**src/rtl/e1nb_pkg.sv**
```systemverilog
package e1nb_pkg;

    localparam int LANES   = 4;
    localparam int NIB_W   = 4;
    localparam int RUN_LEN = 8;
    localparam int CNT_W   = 8;
    localparam int EN_W    = 8;

    localparam int LANE_SA5 = 0;
    localparam int LANE_SA6 = 1;

    // enable bit positions (software decodes these)
    localparam int EN_SA5_BIT  = 0;
    localparam int EN_SA6_NIB  = 1;
    localparam int EN_SA6_RUN  = 2;
    localparam int EN_ANY_BIT  = 3;
    localparam int EN_ANY_NIB  = 4;
    localparam int EN_PRBS_ERR = 5;
    localparam int EN_PRBS_OVF = 6;
    localparam int EN_RSVD     = 7;

    localparam logic [7:0] GROUP_VEC = 8'h02;
    localparam logic [7:0] IDLE_VEC  = 8'h00;

    typedef struct packed {
        logic sa5_bit;
        logic sa6_nib;
        logic sa6_run;
        logic any_bit;
        logic any_nib;
    } sa_evt_t;

    typedef struct packed {
        logic err;
        logic ovf;
    } prbs_evt_t;

    function automatic logic [EN_W-1:0] pack_events(sa_evt_t s, prbs_evt_t p);
        logic [EN_W-1:0] v;
        v              = '0;
        v[EN_SA5_BIT]  = s.sa5_bit;
        v[EN_SA6_NIB]  = s.sa6_nib;
        v[EN_SA6_RUN]  = s.sa6_run;
        v[EN_ANY_BIT]  = s.any_bit;
        v[EN_ANY_NIB]  = s.any_nib;
        v[EN_PRBS_ERR] = p.err;
        v[EN_PRBS_OVF] = p.ovf;
        v[EN_RSVD]     = 1'b0;
        return v;
    endfunction

endpackage

```
**src/rtl/e1nb_sa_lane.sv**
```systemverilog
module e1nb_sa_lane #(
    parameter int NIB_W = 4
) (
    input  logic             clk,
    input  logic             rst,
    input  logic             frame_vld_i,
    input  logic             bit_i,
    input  logic             nib_end_i,
    output logic             bit_chg_o,
    output logic             nib_chg_o,
    output logic [NIB_W-1:0] nib_o
);

    logic [NIB_W-1:0] shreg_q;
    logic [NIB_W-1:0] nib_ref_q;
    logic             bit_ref_q;
    logic             bit_seen_q;
    logic             nib_seen_q;
    logic [NIB_W-1:0] shifted;

    assign shifted = {shreg_q[NIB_W-2:0], bit_i};
    assign nib_o   = frame_vld_i ? shifted : shreg_q;

    assign bit_chg_o = frame_vld_i && bit_seen_q && (bit_i != bit_ref_q);
    assign nib_chg_o = nib_end_i && nib_seen_q && (nib_o != nib_ref_q);

    always_ff @(posedge clk) begin
        if (rst) begin
            shreg_q    <= '0;
            bit_ref_q  <= 1'b0;
            bit_seen_q <= 1'b0;
        end else if (frame_vld_i) begin
            shreg_q    <= shifted;
            bit_ref_q  <= bit_i;
            bit_seen_q <= 1'b1;
        end
    end

    always_ff @(posedge clk) begin
        if (rst) begin
            nib_ref_q  <= '0;
            nib_seen_q <= 1'b0;
        end else if (nib_end_i) begin
            nib_ref_q  <= nib_o;
            nib_seen_q <= 1'b1;
        end
    end

endmodule

```
**src/rtl/e1nb_run_det.sv**
```systemverilog
module e1nb_run_det #(
    parameter int NIB_W   = 4,
    parameter int RUN_LEN = 8
) (
    input  logic             clk,
    input  logic             rst,
    input  logic             nib_end_i,
    input  logic [NIB_W-1:0] nib_i,
    output logic             hit_o
);

    localparam int RW = $clog2(RUN_LEN + 1);
    localparam logic [RW-1:0] FULL    = RW'(RUN_LEN);
    localparam logic [RW-1:0] PRE_HIT = RW'(RUN_LEN - 1);
    localparam logic [RW-1:0] ONE     = RW'(1);

    logic [NIB_W-1:0] last_q;
    logic             seen_q;
    logic [RW-1:0]    len_q;
    logic             same;

    assign same  = seen_q && (nib_i == last_q);
    assign hit_o = nib_end_i && same && (len_q == PRE_HIT);

    always_ff @(posedge clk) begin
        if (rst) begin
            last_q <= '0;
            seen_q <= 1'b0;
            len_q  <= '0;
        end else if (nib_end_i) begin
            last_q <= nib_i;
            seen_q <= 1'b1;
            if (!same) begin
                len_q <= ONE;
            end else if (len_q != FULL) begin
                len_q <= len_q + ONE;
            end
        end
    end

endmodule

```
**src/rtl/e1nb_err_cnt.sv**
```systemverilog
module e1nb_err_cnt #(
    parameter int CNT_W = 8
) (
    input  logic                 clk,
    input  logic                 rst,
    input  logic                 err_i,
    output e1nb_pkg::prbs_evt_t  evt_o,
    output logic [CNT_W-1:0]     cnt_o
);

    logic [CNT_W-1:0] cnt_q;

    assign evt_o.err = err_i;
    assign evt_o.ovf = err_i && (&cnt_q);
    assign cnt_o     = cnt_q;

    always_ff @(posedge clk) begin
        if (rst) begin
            cnt_q <= '0;
        end else if (err_i) begin
            cnt_q <= cnt_q + 1'b1;
        end
    end

endmodule

```
**src/rtl/e1nb_irq_ctrl.sv**
```systemverilog
module e1nb_irq_ctrl #(
    parameter int EN_W = 8
) (
    input  logic            clk,
    input  logic            rst,
    input  logic [EN_W-1:0] evt_i,
    input  logic [EN_W-1:0] en_i,
    input  logic            hold_i,
    input  logic            ack_i,
    output logic            raise_o,
    output logic            irq_n_o,
    output logic            irq_oe_o,
    output logic [7:0]      vec_o
);

    logic pend_q;
    logic ack_q;
    logic ack_edge;

    assign raise_o  = !hold_i && (|(evt_i & en_i));
    assign ack_edge = ack_i ^ ack_q;

    always_ff @(posedge clk) begin
        if (rst) begin
            pend_q <= 1'b0;
            ack_q  <= 1'b0;
        end else begin
            ack_q <= ack_i;
            if (raise_o) begin
                pend_q <= 1'b1;
            end else if (ack_edge) begin
                pend_q <= 1'b0;
            end
        end
    end

    assign irq_n_o  = !pend_q;
    assign irq_oe_o = !hold_i;
    assign vec_o    = pend_q ? e1nb_pkg::GROUP_VEC : e1nb_pkg::IDLE_VEC;

endmodule

```
**src/rtl/e1_natbit_irq_mon.sv**
```systemverilog
module e1_natbit_irq_mon
    import e1nb_pkg::*;
#(
    parameter int N_LANE = LANES,
    parameter int NW     = NIB_W,
    parameter int RUN    = RUN_LEN,
    parameter int CW     = CNT_W
) (
    input  logic              clk,
    input  logic              rst,
    input  logic [N_LANE-1:0] sa_i,
    input  logic              frame_vld_i,
    input  logic              nib_end_i,
    input  logic              prbs_err_i,
    input  logic [EN_W-1:0]   evt_en_i,
    input  logic              hold_i,
    input  logic              ack_i,
    output logic              irq_n_o,
    output logic              irq_oe_o,
    output logic [7:0]        vec_o,
    output logic [CW-1:0]     err_cnt_o
);

    logic [N_LANE-1:0] bit_chg;
    logic [N_LANE-1:0] nib_chg;
    logic [NW-1:0]     lane_nib [N_LANE];
    logic              run_hit;
    sa_evt_t           sa_evt;
    prbs_evt_t         prbs_evt;
    logic [EN_W-1:0]   evt_vec;
    logic              irq_raise;

    for (genvar g = 0; g < N_LANE; g++) begin : g_lane
        e1nb_sa_lane #(.NIB_W(NW)) u_lane (
            .clk        (clk),
            .rst        (rst),
            .frame_vld_i(frame_vld_i),
            .bit_i      (sa_i[g]),
            .nib_end_i  (nib_end_i),
            .bit_chg_o  (bit_chg[g]),
            .nib_chg_o  (nib_chg[g]),
            .nib_o      (lane_nib[g])
        );
    end

    e1nb_run_det #(.NIB_W(NW), .RUN_LEN(RUN)) u_run (
        .clk      (clk),
        .rst      (rst),
        .nib_end_i(nib_end_i),
        .nib_i    (lane_nib[LANE_SA6]),
        .hit_o    (run_hit)
    );

    e1nb_err_cnt #(.CNT_W(CW)) u_cnt (
        .clk  (clk),
        .rst  (rst),
        .err_i(prbs_err_i),
        .evt_o(prbs_evt),
        .cnt_o(err_cnt_o)
    );

    always_comb begin
        sa_evt.sa5_bit = bit_chg[LANE_SA5];
        sa_evt.sa6_nib = nib_chg[LANE_SA6];
        sa_evt.sa6_run = run_hit;
        sa_evt.any_bit = |bit_chg;
        sa_evt.any_nib = |nib_chg;
    end

    assign evt_vec = pack_events(sa_evt, prbs_evt);

    e1nb_irq_ctrl #(.EN_W(EN_W)) u_irq (
        .clk     (clk),
        .rst     (rst),
        .evt_i   (evt_vec),
        .en_i    (evt_en_i),
        .hold_i  (hold_i),
        .ack_i   (ack_i),
        .raise_o (irq_raise),
        .irq_n_o (irq_n_o),
        .irq_oe_o(irq_oe_o),
        .vec_o   (vec_o)
    );

endmodule

```
**config.mk**
```make
export PLATFORM = sky130hd
export DESIGN_NAME = e1_natbit_irq_mon
export DESIGN_NICKNAME = d
export VERILOG_FILES = /design/src/rtl/e1nb_pkg.sv /design/src/rtl/e1nb_sa_lane.sv /design/src/rtl/e1nb_run_det.sv /design/src/rtl/e1nb_err_cnt.sv /design/src/rtl/e1nb_irq_ctrl.sv /design/src/rtl/e1_natbit_irq_mon.sv
export SDC_FILE = /design/constraint.sdc
export NUM_CORES = 1
export LEC_CHECK = 0
export CORE_UTILIZATION = 29
export DETAILED_ROUTE_END_ITERATION = 8
export PLACE_DENSITY = 0.6
export SLEW_MARGIN = 20
export SYNTH_ARGS = -nofsm -noshare
export SYNTH_HDL_FRONTEND = slang
export SYNTH_HIERARCHICAL = 1
export SYNTH_SLANG_ARGS = --single-unit
export TNS_END_PERCENT = 100
```
**constraint.sdc**
```tcl
create_clock -name clk -period 2.2 [get_ports clk]
set_input_delay 0.44 -clock clk [delete_from_list [all_inputs] [get_ports clk]]
set_output_delay 0.44 -clock clk [all_outputs]
set_load 0.03 [all_outputs]
```
* Word-level counts from Yosys, hierarchy flattened
Cells that the tools add are included.
** Cells by class
- Divide/modulo/power cells :: 0
- $lt $le $gt $ge :: 0
- Multiply operators :: 0
- $add $sub $neg :: 2
- Reductions and logical operators :: 23
- Eq/ne operators :: 12
- Multiplexer cells :: 9
- Shifts and indexed selects :: 0
- Bitwise operators :: 2
** Operator list (count)
- $mux 4 :: 6
- $ne 4x4->1 :: 4
- $logic_and 1x1->1 :: 15
- $add 8x1->8 const B :: 1
- $and 7x8->8 :: 1
- $reduce_and 8->1 :: 1
- $reduce_or 4->1 :: 2
- $reduce_or 8->1 :: 1
- $add 4x1->4 const B :: 1
- $eq 4x3->1 const B :: 1
- $eq 4x4->1 :: 1
- $ne 1x1->1 :: 4
- $ne 4x4->1 const B :: 1
- $logic_not 1->1 :: 2
- $mux 1 :: 2
- $mux 2 :: 1
- $ne 2x2->1 const B :: 1
- $reduce_and 2->1 :: 1
- $reduce_bool 2->1 :: 1
- $xor 1x1->1 :: 1
** Word-level totals
- Register bits :: 52
- Input bits :: 19
- Logic and storage cells :: 66
- Latch bits :: 0
- RAM bits :: 0
- Output and inout port bits :: 18
- ROM bits :: 0
- Memories :: 0

* Depth between registers and ports, before layout
Gate-level depths: netlist (run 1).
- Depth after elaboration :: 9
- Mapped depth :: 11
- Mapped depth without buffers :: 9

* By module
Netlist (run 1), hierarchy kept.
** By module, submodules not included
- e1nb_sa_lane :: area an instance 460.4 um2, seq. area each 220.2 um2, cells an instance 48, times used 4
- e1nb_run_det :: area an instance 514.2 um2, seq. area each 180.2 um2, cells an instance 61, times used 1
- e1nb_err_cnt :: area an instance 361.6 um2, seq. area each 160.2 um2, cells an instance 40, times used 1
- e1nb_irq_ctrl :: area an instance 182.7 um2, seq. area each 40.0 um2, cells an instance 23, times used 1
- e1_natbit_irq_mon :: area an instance 18.8 um2, seq. area each 0.0 um2, cells an instance 3, times used 1

* Worst setup path after synthesis (run 1)
Ideal clock, no wire load.
- Kind :: input to register
- From :: in frame_vld_i
- To :: reg u_irq.pend_q
- Cell stages on the path :: 8
- Required time :: 2.081 ns
- Data arrival time :: 2.052 ns
- Setup slack :: 0.029 ns
- Path through :: buf_6 mux2i_2 xor2_1 a41oi_1 or4_1 a22oi_1 and4_1 o31ai_1
** RTL lines
- from (decl) :: RTL line e1_natbit_irq_mon.sv:12 : input logic frame_vld_i,
- $mux 4 *
- $ne 4x4->1 * :: RTL line e1nb_sa_lane.sv:25 : assign nib_chg_o = nib_end_i && nib_seen_q && (nib_o != nib_ref_q);
- $logic_and 1x1->1 * :: RTL line e1nb_sa_lane.sv:25
- named net nib_chg[2] :: RTL line e1_natbit_irq_mon.sv:25 : logic [N_LANE-1:0] nib_chg;
- $reduce_or 4->1 * :: RTL line e1_natbit_irq_mon.sv:67 : sa_evt.any_nib = |nib_chg;
- named net evt_vec[4] :: RTL line e1_natbit_irq_mon.sv:30 : logic [EN_W-1:0] evt_vec;
- $and 7x8->8 * :: RTL line e1nb_irq_ctrl.sv:20 : assign raise_o = !hold_i && (|(evt_i & en_i));
- $reduce_or 8->1 * :: RTL line e1nb_irq_ctrl.sv:20
- $logic_and 1x1->1 * :: RTL line e1nb_irq_ctrl.sv:20
- $mux 1 or $reduce_bool 2->1 (tied branches)
- to (signal assigned) :: RTL line e1nb_irq_ctrl.sv:25 : pend_q <= 1'b0;
- to (signal assigned) :: RTL line e1nb_irq_ctrl.sv:30 : pend_q <= 1'b1;
- to (signal assigned) :: RTL line e1nb_irq_ctrl.sv:32 : pend_q <= 1'b0;
- to (decl) :: RTL line e1nb_irq_ctrl.sv:16 : logic pend_q;
The timed path passes the listed nets; every way through them passes the cells marked *.
A chain may end at the register's enable or synchronous reset.

* Final worst setup path (run 1)
- From :: in sa_i[3]
- To :: reg u_irq.pend_q
** RTL lines
- from (decl) :: RTL line e1_natbit_irq_mon.sv:11 : input logic [N_LANE-1:0] sa_i,
- $ne 1x1->1 * :: RTL line e1nb_sa_lane.sv:24 : assign bit_chg_o = frame_vld_i && bit_seen_q && (bit_i != bit_ref_q);
- $logic_and 1x1->1 * :: RTL line e1nb_sa_lane.sv:24
- named net bit_chg[3] :: RTL line e1_natbit_irq_mon.sv:24 : logic [N_LANE-1:0] bit_chg;
- $reduce_or 4->1 * :: RTL line e1_natbit_irq_mon.sv:66 : sa_evt.any_bit = |bit_chg;
- named net evt_vec[3] :: RTL line e1_natbit_irq_mon.sv:30
- $and 7x8->8 * :: RTL line e1nb_irq_ctrl.sv:20
- $reduce_or 8->1 * :: RTL line e1nb_irq_ctrl.sv:20
- $logic_and 1x1->1 * :: RTL line e1nb_irq_ctrl.sv:20
- $mux 1 or $reduce_bool 2->1 (tied branches)
Marked as above.

==> results of run 1 <==
[layout by cell type (no fill, tap or decap), types with 3 or more instances in the layout]
master / count
a211oi_1: 16
nor2_1: 70
clkdlybuf4s50_1: 23
buf_4: 35
conb_1: 8
or3_1: 3
mux2i_1: 9
ha_1: 3
xor2_1: 27
and3_1: 6
nand2_1: 11
clkbuf_8: 9
mux2i_2: 12
dlymetal6s2s_1: 3
nand4_1: 5
a22oi_1: 4
dfxtp_1: 63
nand3_1: 6
inv_1: 9
mux2i_4: 4
[critical path: stages]
cell	delay [ps]
clkdlybuf4s50_1	450
buf_4	160
xor2_1	130
and3_1	200
or4_1	540
a22oi_1	180
and4_1	210
o31ai_1	60
[worst paths after layout]
path	startpoint	to	slack, ps	cells past startpoint
worst max register to register	g_lane[1].u_lane/shreg_q[1]	u_irq/pend_q	220	7
worst min register to register	g_lane[0].u_lane/bit_seen_q	g_lane[0].u_lane/bit_seen_q	460	2
worst min-delay path	g_lane[0].u_lane/bit_seen_q	g_lane[0].u_lane/bit_seen_q	460	2
worst max-delay path	sa_i[3]	u_irq/pend_q	70	8
[what timing repair did]
action | CTS | global route
pin swaps | 0 | 6
cloned | 0 | 1
setup buffers | 1 | 1
setup endpoints to repair | 1 | 1
gates resized for setup | 2 | 11
[cell type report]
class / count / area, sq um / area share
clock buffers: 9 / 123.9 / 0.03293
clock inverters: 7 / 97.59 / 0.02595
inverters: 9 / 33.78 / 0.008982
multi-input cells: 214 / 1486 / 0.3952
flip-flops and latches: 63 / 1261 / 0.3353
well taps: 129 / 161.4 / 0.04291
repair buffers: 66 / 596.8 / 0.1587
[per-layer routing]
metal | track usage | vias to the layer above
met5 | 0 | -
met4 | 0.03010 | 0
li1 | - | 1137
met3 | 0.04486 | 2
met2 | 0.1816 | 53
met1 | 0.1428 | 1023
[flip-flops by register name (all words and copies together), names as in the netlist]
register and flops:
g_lane.u_lane/nib_ref_q 16, u_run/last_q 4, u_cnt/cnt_o 8, g_lane.u_lane/bit_seen_q 4
u_irq/ack_q 1, u_irq/pend_q 1, g_lane.u_lane/nib_seen_q 4, u_run/seen_q 1
g_lane.u_lane/bit_ref_q 4, g_lane.u_lane/shreg_q 16, u_run/len_q 4
[power by group]
part / switching [mW] / internal, mW
clock network: 0.467 / 0.639
logic: 0.187 / 0.183
registers: 0.0386 / 1.19
[through the flow]
| stage | utilization | TNS [ps] | area (sq um) | setup WS (ps) | power, mW |
|---|---|---|---|---|---|
| after floorplan | - | 0 | 2893 | 51.33 | 1.486 |
| after global placement | 0.3644 | -395.9 | 3431 | -395.9 | 1.598 |
| after detailed placement | 0.3644 | -419.2 | 3431 | -419.2 | 1.604 |
| after CTS | 0.3899 | 0 | 3671 | 3.644 | 2.731 |
| after global routing | 0.3995 | 0 | 3761 | 17.30 | 2.842 |
| final | 0.3995 | 0 | 3761 | 65.47 | 2.708 |
==> out/results.tsv, run 1 <==
stage	metric	value	unit
drt	drtIter0Drc	63	
min_path	hold_class	register to register	
drt	wirelength_met1	2.862	mm
pwr	power_density	720.0	mW/mm^2
clock_network	insertion_delay	340	ps
yosys	avgSynthCellArea	9.380	sq um
yosys	syn_area	0.002870	sq mm
drt	vias_per_cell	4.457	
global_routing	grt_pass1_vias	2023	
timing	min_period	2135	ps
clock_network	clock_sinks	63	
timing	fmax	468.5	MHz
timing	timing.hold.ws	462.7	ps
drt	dr_total_vias	2215	
placement	placed_cells	478	
drt	met2_length	2.503	mm
drt	wl_per_cell	11.40	um
clock_network	clock_path_buffers	2	
outcome	run_status	finished clean	
setup_path	path_max_fanout	2	
layout	syn_to_final_growth	31.04	%
timing	final_hold_viol_count	0	
drt	ant_nets	0	
global_routing	grt_util_all_layers	0.1137	
layout	antennaDiodeCount	0	
timing	rsz0062_at_grt	false	
yosys	yosysWarnings	6	
floorplanning	chipHeight	101.5	um
global_routing	grt_pass1_wl	9.087	mm
drt	first_pass_iters	4	
floorplanning	ioPinCount	37	
clock_network	cts-buffers-inserted	9	
drt	drc_errors	0	
global_routing	grt_overflow	0	
floorplanning	start_util	0.3049	
drt	routed-wl-met3	283	um
timing	finClkSkew	12.26	ps
clock_network	cts_hold_buf	0	
clock_network	clk_pin_slew	80	ps
clock_network	h-tree-depth	3	
timing	drv_slew	0	
layout	fin_nets	385	
drt	routed_wl	5.668	mm
placement	dp_hpwl	3.885	mm
placement	gp_congestion	0.7324	
floorplanning	rows	35	
layout	instances_no_fill	497	
clock_network	cts_root_buffer	clkbuf_8	
setup_path	required	2420	ps
drt	top_layer_used	met4	
global_routing	grt_max_degree	27	
floorplanning	core-area	0.009415	sq mm
layout	fillers	943	
global_routing	antenna_found_initial	0	
placement	port_buffers	29	
setup_path	end_kind	register	
setup_path	cp-start-kind	input port	
setup_path	path_class	input port to register	
layout	drive_above_1_share	0.2228	
pwr	ir_worst_vdd	0.3837	mV
floorplanning	die_width	101.5	um
flow_run	max-cap-violations	0	
timing	setup_violations	0	
pwr	leakagePower	1.587	nW
timing	fin_crit_sh	0.9702	
setup_path	worstPathArrival	2350	ps
clock_network	cts_tree	built	
floorplanning	die-area	0.01030	sq mm
yosys	synth_cells	306	
No activity file was read; power rests on OpenSTA's default activity.
==> inputs of run 2 (changes only) <==
--- a/config.mk
+++ b/config.mk
@@ -8,7 +8,6 @@
 export CORE_UTILIZATION = 29
 export DETAILED_ROUTE_END_ITERATION = 8
 export PLACE_DENSITY = 0.6
-export SLEW_MARGIN = 20
 export SYNTH_ARGS = -nofsm -noshare
 export SYNTH_HDL_FRONTEND = slang
 export SYNTH_HIERARCHICAL = 1
==> results of run 2 <==
Same layout as run 1: the final DEF is identical, and so are final timing and power.
